--- config.mk ---
export PLATFORM = sky130hd
export DESIGN_NAME = rtc_ctl_status
export DESIGN_NICKNAME = d
export VERILOG_FILES = /design/src/rtl/rtc_cs_pkg.sv /design/src/rtl/rtc_cs_divider.sv /design/src/rtl/rtc_cs_flags.sv /design/src/rtl/rtc_cs_sqw.sv /design/src/rtl/rtc_ctl_status.sv
export SDC_FILE = /design/constraint.sdc
export NUM_CORES = 1
export LEC_CHECK = 0
export BUFFER_PORTS_ARGS = -buffer_cell sky130_fd_sc_hd__buf_2
export CORE_ASPECT_RATIO = 0.75
export CORE_MARGIN = 8
export CORE_UTILIZATION = 39
export CTS_CLUSTER_DIAMETER = 40
export DETAILED_ROUTE_END_ITERATION = 8
export SLEW_MARGIN = 30
export SYNTH_ARGS = -nofsm -noshare
export SYNTH_HDL_FRONTEND = slang
export SYNTH_SLANG_ARGS = --single-unit
export TNS_END_PERCENT = 1
--- constraint.sdc ---
create_clock -name clk -period 3.19 [get_ports clk]
set_input_delay 0.638 -clock clk [delete_from_list [all_inputs] [get_ports clk]]
set_output_delay 0.638 -clock clk [all_outputs]
set_load 0.01 [all_outputs]
--- src/rtl/rtc_cs_pkg.sv ---
package rtc_cs_pkg;

  localparam int IDX_RATE  = 10;
  localparam int IDX_CTRL  = 11;
  localparam int IDX_FLAG  = 12;
  localparam int IDX_VALID = 13;

  typedef enum logic [1:0] {
    CHAIN_STOP,
    CHAIN_RUN,
    CHAIN_CLEAR
  } chain_mode_e;

  // divider field decode: only 010 runs, 11x clears
  function automatic chain_mode_e chain_decode(input logic [2:0] sel);
    if (sel == 3'b010)       return CHAIN_RUN;
    else if (sel[2:1] == 2'b11) return CHAIN_CLEAR;
    else                     return CHAIN_STOP;
  endfunction

  // low (code-1) bits of the tick count all ones -> one event per 2^(code-1) ticks
  function automatic logic rate_hit(input logic [31:0] cnt, input logic [3:0] code);
    logic [31:0] mask;
    if (code == 4'd0) return 1'b0;
    mask = (32'd1 << (code - 4'd1)) - 32'd1;
    return (cnt & mask) == mask;
  endfunction

endpackage

--- src/rtl/rtc_cs_divider.sv ---
module rtc_cs_divider
  import rtc_cs_pkg::*;
#(
  parameter int DIV_W   = 15,
  parameter int LEAD    = 8,
  parameter int UPD_LEN = 65
) (
  input  logic       clk,
  input  logic       rst_n,
  input  logic       tick,
  input  logic [2:0] chain_sel,
  input  logic [3:0] rate_code,
  input  logic       inhibit,
  output logic       pe_evt,
  output logic       upd_strobe,
  output logic       uip,
  output logic       busy,
  output logic       upd_done
);

  localparam logic [DIV_W-1:0] CNT_MAX = '1;
  localparam logic [DIV_W-1:0] LEAD_AT = CNT_MAX - DIV_W'(LEAD);
  localparam int               BW      = $clog2(UPD_LEN + 1);

  chain_mode_e      mode;
  logic             adv;
  logic             sec_evt;
  logic             lead_evt;
  logic [DIV_W-1:0] cnt;
  logic [BW-1:0]    bcnt;

  assign mode     = chain_decode(chain_sel);
  assign adv      = tick && (mode == CHAIN_RUN);
  assign pe_evt   = adv && rate_hit(32'(cnt), rate_code);
  assign sec_evt  = adv && (cnt == CNT_MAX);
  assign lead_evt = adv && (cnt == LEAD_AT);
  assign upd_done = busy && tick && (bcnt == BW'(UPD_LEN - 1));

  always_ff @(posedge clk or negedge rst_n) begin
    if (!rst_n)                    cnt <= '0;
    else if (mode == CHAIN_CLEAR)  cnt <= '0;
    else if (adv)                  cnt <= cnt + 1'b1;
  end

  always_ff @(posedge clk or negedge rst_n) begin
    if (!rst_n) begin
      busy <= 1'b0;
      bcnt <= '0;
    end else if (sec_evt && !inhibit && !busy) begin
      busy <= 1'b1;
      bcnt <= '0;
    end else if (upd_done) begin
      busy <= 1'b0;
    end else if (busy && tick) begin
      bcnt <= bcnt + 1'b1;
    end
  end

  always_ff @(posedge clk or negedge rst_n) begin
    if (!rst_n)                                          uip <= 1'b0;
    else if (upd_done)                                   uip <= 1'b0;
    else if (!busy && (inhibit || mode == CHAIN_CLEAR))  uip <= 1'b0;
    else if ((lead_evt || sec_evt) && !inhibit)          uip <= 1'b1;
  end

  always_ff @(posedge clk or negedge rst_n) begin
    if (!rst_n) upd_strobe <= 1'b0;
    else        upd_strobe <= sec_evt && !inhibit && !busy;
  end

endmodule

--- src/rtl/rtc_cs_flags.sv ---
module rtc_cs_flags (
  input  logic       clk,
  input  logic       rst_n,
  input  logic       pe_evt,
  input  logic       alarm_hit,
  input  logic       upd_done,
  input  logic       clr,
  input  logic [2:0] en,
  output logic [2:0] flags,
  output logic       irqf
);

  logic [2:0] set_v;
  assign set_v = {pe_evt, alarm_hit, upd_done};

  always_ff @(posedge clk or negedge rst_n) begin
    if (!rst_n)   flags <= '0;
    else if (clr) flags <= set_v;
    else          flags <= flags | set_v;
  end

  assign irqf = |(flags & en);

endmodule

--- src/rtl/rtc_cs_sqw.sv ---
module rtc_cs_sqw (
  input  logic       clk,
  input  logic       rst_n,
  input  logic       pe_evt,
  input  logic       sqw_en,
  input  logic [3:0] rate_code,
  output logic       sqw
);

  logic active;
  assign active = sqw_en && (rate_code != 4'd0);

  always_ff @(posedge clk or negedge rst_n) begin
    if (!rst_n)       sqw <= 1'b0;
    else if (!active) sqw <= 1'b0;
    else if (pe_evt)  sqw <= ~sqw;
  end

endmodule

--- src/rtl/rtc_ctl_status.sv ---
module rtc_ctl_status
  import rtc_cs_pkg::*;
#(
  parameter int ADDR_W  = 4,
  parameter int DIV_W   = 15,
  parameter int LEAD    = 8,
  parameter int UPD_LEN = 65
) (
  input  logic              clk,
  input  logic              rst_n,
  input  logic              tick,
  input  logic [ADDR_W-1:0] reg_addr,
  input  logic              reg_wr,
  input  logic              reg_rd,
  input  logic [7:0]        reg_wdata,
  output logic [7:0]        reg_rdata,
  input  logic              alarm_hit,
  input  logic              ram_valid,
  output logic              irq,
  output logic              sqw,
  output logic              upd_strobe,
  output logic [2:0]        mode_bits
);

  logic [6:0] rate_q;
  logic [7:0] ctrl_q;
  logic [7:0] rd_mux;

  // named internal events for the bound checker
  logic       pe_w;
  logic       uip_w;
  logic       busy_w;
  logic       done_w;
  logic       inhibit_w;
  logic       clr_w;
  logic       irqf_w;
  logic       sqw_en_w;
  logic [2:0] flags_w;
  logic [2:0] en_w;
  logic [3:0] rate_code_w;

  logic hit_rate, hit_ctrl, hit_flag, hit_valid;
  assign hit_rate  = reg_addr == ADDR_W'(IDX_RATE);
  assign hit_ctrl  = reg_addr == ADDR_W'(IDX_CTRL);
  assign hit_flag  = reg_addr == ADDR_W'(IDX_FLAG);
  assign hit_valid = reg_addr == ADDR_W'(IDX_VALID);

  assign inhibit_w   = ctrl_q[7];
  assign en_w        = ctrl_q[6:4];
  assign sqw_en_w    = ctrl_q[3];
  assign mode_bits   = ctrl_q[2:0];
  assign rate_code_w = rate_q[3:0];
  assign clr_w       = reg_rd && hit_flag;

  always_ff @(posedge clk or negedge rst_n) begin
    if (!rst_n) begin
      rate_q <= '0;
      ctrl_q <= '0;
    end else if (reg_wr) begin
      if (hit_rate) rate_q <= reg_wdata[6:0];
      if (hit_ctrl) ctrl_q <= reg_wdata;
    end
  end

  rtc_cs_divider #(
    .DIV_W  (DIV_W),
    .LEAD   (LEAD),
    .UPD_LEN(UPD_LEN)
  ) u_div (
    .clk       (clk),
    .rst_n     (rst_n),
    .tick      (tick),
    .chain_sel (rate_q[6:4]),
    .rate_code (rate_code_w),
    .inhibit   (inhibit_w),
    .pe_evt    (pe_w),
    .upd_strobe(upd_strobe),
    .uip       (uip_w),
    .busy      (busy_w),
    .upd_done  (done_w)
  );

  rtc_cs_flags u_flags (
    .clk      (clk),
    .rst_n    (rst_n),
    .pe_evt   (pe_w),
    .alarm_hit(alarm_hit),
    .upd_done (done_w),
    .clr      (clr_w),
    .en       (en_w),
    .flags    (flags_w),
    .irqf     (irqf_w)
  );

  rtc_cs_sqw u_sqw (
    .clk      (clk),
    .rst_n    (rst_n),
    .pe_evt   (pe_w),
    .sqw_en   (sqw_en_w),
    .rate_code(rate_code_w),
    .sqw      (sqw)
  );

  assign irq = irqf_w;

  always_comb begin
    rd_mux = 8'h00;
    if (hit_rate)       rd_mux = {uip_w, rate_q};
    else if (hit_ctrl)  rd_mux = ctrl_q;
    else if (hit_flag)  rd_mux = {irqf_w, flags_w, 4'b0000};
    else if (hit_valid) rd_mux = {ram_valid, 7'b0000000};
  end

  always_ff @(posedge clk or negedge rst_n) begin
    if (!rst_n)      reg_rdata <= 8'h00;
    else if (reg_rd) reg_rdata <= rd_mux;
  end

endmodule

==> results list <==
* Fraction of power spent switching nets: approximately a third
- R2r worst-path depth: 8
* Remaining antenna violation count: 0
- The setup path with the least slack is of type reg2reg.
- The pre-antenna-repair detailed-routing pass consisted of 5 iterations.
- Core area: about 7300 sq um
- VDD sags by at most ~210 uV.
- The synthesized design devotes to its leading area cell type 44.8% of total area.
- Post-synth ARST share: between 90% and 100%
- Inserted Clock Buffers: 5
- Buffer type at the clock tree root: sky130_fd_sc_hd__clkbuf_8
* Final hold vios: 0
- In this run, the combinational gates consume 26.0% of the power.
* Longest individual stage delay on the worst path: 0.55 ns
* Portion of total power attributed to sequential cells: between 40% and 50%
* DRC violations left: 0
- Counting distinct cell types in the post-synthesis netlist gives 58.
- Maximum number of pins on one net before global-route repair: 30
* Library cell occupying the most area in the post-synthesis netlist: sky130_fd_sc_hd__dfrtp_1
- Worst relative slew slack: ~56%
* Cell area after synthesis: 2910 sq um
- Power spread over the standard cell area amounts to 528 nW/um^2.
- Dividing the detail-routed wire length by the instance count gives 15.8 microns.
- In this design, the largest share of critical-path delay is due to simple AND/OR/NAND/NOR gates.
- The worst path needs 2.86 ns of the cycle, external delays included.
* Global router's overall resource usage: a little over an eighth
- In this run, synthesis produced a sequential element count of 52.
* Site row count: 27
* Die Footprint: 10500 sq um
* Portion of total power attributed to the clock network: 27.1%
- Count of port buffers added during placement: 32
* Final period utilization: 89.8%
* Total negative slack: 0 ns
* Initial DRC count: approximately 170
- Number of global-route vias before repair: 2111
- The worst setup path is launched from a flop.
- In this run the post-CTS setup repair buffer count came out at 0.
- Summing internal, switching and leakage power gives roughly 1700 uW.
- In the synthesized netlist, the cells that appear most often are sky130_fd_sc_hd__dfrtp_1, sky130_fd_sc_hd__nor2_1, sky130_fd_sc_hd__mux2_2.
- For this design the top-level I/O count stands at 33.
- Of the cells placed in the final design, the portion with a size suffix greater than 1 is 25.2%.
- Max-slew violation total from the final report: 0
- Yosys printed 0 warnings.
* Dominant synthesized flop cell: sky130_fd_sc_hd__dfrtp_1
- No sink is reached through more buffers than the 2 on the longest clock path.
* Seq/Total Area, Yosys: 44.8%
- Die height: ~90 microns
- Min-Delay Path Class: in2async
- The critical path runs through a total of 8 cells.
- The synthesized design contains 0 enable-type register cells.
- Cts-stage hold buffer count: 0
- Compared with the post-synthesis result, the final layout area differs by 10.7%.
- At the end of routability-driven placement, the weighted congestion stood at 0.891.
- Post-Syn Instances: 287
* Max-cap check violation count: 0
- Cell internal power was estimated by the tool at approximately 1200 uW.
- The first global-routing pass estimated around 11000 microns of wire.
- Data on the critical path arrives at its endpoint at 3.10 ns.
- Summing over every cut layer, the via total after detailed routing is 2219.
- For the worst setup path, the data required time is 3.43 ns.
- After the last flow step, the layout net total stands at 341.
- Routed wire length: 6610 microns
- For this run, the top clock speed supported by timing is 0.349 GHz.
* Kind of end point of the critical path: flop
- Result of the run: complete, no violations
- CTS H-tree lvls: 2
- Setup repair after global routing left no endpoint under its margin.
- In this run the worst path has a maximum fanout of 8.
* Ratio of routed vias to standard cells: 5.30
- Averaged over all synthesized cells, the footprint is 10.1 sq um.
- The slowest stage of the critical path belongs to the cell sky130_fd_sc_hd__or4_4.
* Buffers & Inverters on Critical Path: 1
- Grt ovf: 0
- Most instantiated library cell after synthesis: sky130_fd_sc_hd__dfrtp_1
- Once the floorplan was initialized, standard cells occupied about two fifths of the core.
* TritonCTS clock tree: yes
* Standby leakage power: about 0.0014 uW
- After clock tree synthesis, the repair step resized 0 gates.
- The number of antenna violations at the first check in global routing came to 0.
- Die width: 116 microns
- Summed over all nets, the switching power comes to about 530 uW.
- Clock tree skew after final layout: 0.00542 ns
- Worst hold slack after final layout: 0.349 ns
- The repair_antennas step left the layout with diodes totalling 0.
* Utilization of the core after routing: 44.1%
- Traced cell by cell, the critical path runs through nor4_1, inv_1, ha_1, nor4b_1, nand4_1, or4_4, or3_1, a21oi_1.
* Count of endpoints failing setup in the final report: 0
* Actual transition at the worst max-transition pin: 0.653 ns
- The filler cells instantiated in the layout total about 740.
- Post-DP HPWL: 4980 microns
- Number of clock sinks seen by CTS: 52
* Syn_nets: 311
* Ranking of synthesized cells by area: sky130_fd_sc_hd__dfrtp_1, sky130_fd_sc_hd__mux2_2, sky130_fd_sc_hd__nor2_1
- Worst-skew pair later-pin latency: around 0.31 ns
- Clock transition time at the flip-flop clock pins of the worst setup and hold paths: 0.10 ns
==> state kept, by name, indices dropped and copies added, names as in the netlist <==
signal	cells
ctrl_q	8
rate_q	7
reg_rdata	8
u_div.bcnt	7
u_div.busy	1
u_div.cnt	15
u_div.uip	1
u_div.upd_strobe	1
u_flags.flags	3
u_sqw.sqw	1
==> cells in the final DEF, fill, tap and decap left out, types with 3 or more instances in the layout <==
master                     count
sky130_fd_sc_hd__a21oi_1      12
sky130_fd_sc_hd__nand2_1      19
sky130_fd_sc_hd__nand4_1       7
sky130_fd_sc_hd__mux2_2       20
sky130_fd_sc_hd__xnor2_1       8
sky130_fd_sc_hd__or3_1         5
sky130_fd_sc_hd__buf_2        32
sky130_fd_sc_hd__mux2i_1       6
sky130_fd_sc_hd__clkbuf_8      5
sky130_fd_sc_hd__o21ai_0       8
sky130_fd_sc_hd__buf_4         8
sky130_fd_sc_hd__o22ai_1       3
sky130_fd_sc_hd__xor2_1       10
sky130_fd_sc_hd__nand3b_1      5
sky130_fd_sc_hd__ha_1          5
sky130_fd_sc_hd__a22oi_1       3
sky130_fd_sc_hd__nor3_1        3
sky130_fd_sc_hd__nor2_1       41
sky130_fd_sc_hd__nand3_1       9
sky130_fd_sc_hd__inv_1         9
sky130_fd_sc_hd__a22o_1        3
sky130_fd_sc_hd__a21o_1        3
sky130_fd_sc_hd__dfrtp_1      52
==> power groups by stage <==
| stage | registers (uW) | logic (uW) | clock network (uW) |
|---|---|---|---|
| finish | 796 | 442 | 460 |
| global placement | 806 | 444 | 0 |
| floorplan | 783 | 375 | 0 |
| global route | 807 | 494 | 495 |
| CTS | 796 | 443 | 470 |
| detailed placement | 809 | 442 | 0 |
==> worst paths after layout <==
| path | start | endpoint | slack [ns] |
|---|---|---|---|
| max in group asynchronous | rst_n | reg_rdata[0]$_DFFE_PN0P_ | 2.16 |
| worst max register to register | rate_q[3]$_DFFE_PN0P_ | u_sqw.sqw$_DFFE_PN0P_ | 0.33 |
| min in group clk | alarm_hit | u_flags.flags[1]$_DFF_PN0_ | 0.51 |
| worst min register to register | reg_rdata[1]$_DFFE_PN0P_ | reg_rdata[1]$_DFFE_PN0P_ | 0.51 |
| worst min-delay path | rst_n | u_div.cnt[4]$_DFFE_PN0P_ | 0.35 |
| worst max-delay path | rate_q[3]$_DFFE_PN0P_ | u_sqw.sqw$_DFFE_PN0P_ | 0.33 |
==> stage by stage <==
step	cell area (sq um)	setup slack, ns	instances
5_1_grt	3220	0.0616	419
3_3_place_gp	3110	0.454	411
6_report	3220	0.327	419
2_1_floorplan	2910	0.465	287
4_1_cts	3220	0.347	419
3_5_place_dp	3110	0.366	411
==> cell type report <==
type	count	area, sq um	area share, %
clock buffers	6	72.6	2.25
clock inverters	2	35.0	1.09
inverters	9	33.8	1.05
multi-input cells	209	1430	44.4
flip-flops and latches	52	1300	40.4
well taps	101	126	3.93
repair buffers	40	220	6.84
==> cells by family after synthesis <==
kind of cell	synth area share (%)
AND/OR/NAND/NOR	20.4
flip-flops	44.8
AO/OA/AOI/OAI	11.4
buffers and inverters	6.07
multiplexers	9.81
XOR/XNOR	5.42
adder cells (fa/ha/maj)	2.15
==> layer usage <==
| metal | share of wire (%) | GRT usage, % | wire (microns) | vias to the layer above |
|---|---|---|---|---|
| met5 | 0 | 0 | 0 | - |
| met4 | 0.71 | 3.23 | 47 | 0 |
| met3 | 7.7 | 2.74 | 507 | 7 |
| met2 | 39 | 16.9 | 2550 | 74 |
| met1 | 53 | 20.6 | 3500 | 1058 |
| li1 | - | - | - | 1080 |
Note: power is estimated with default switching activity, not from simulation.
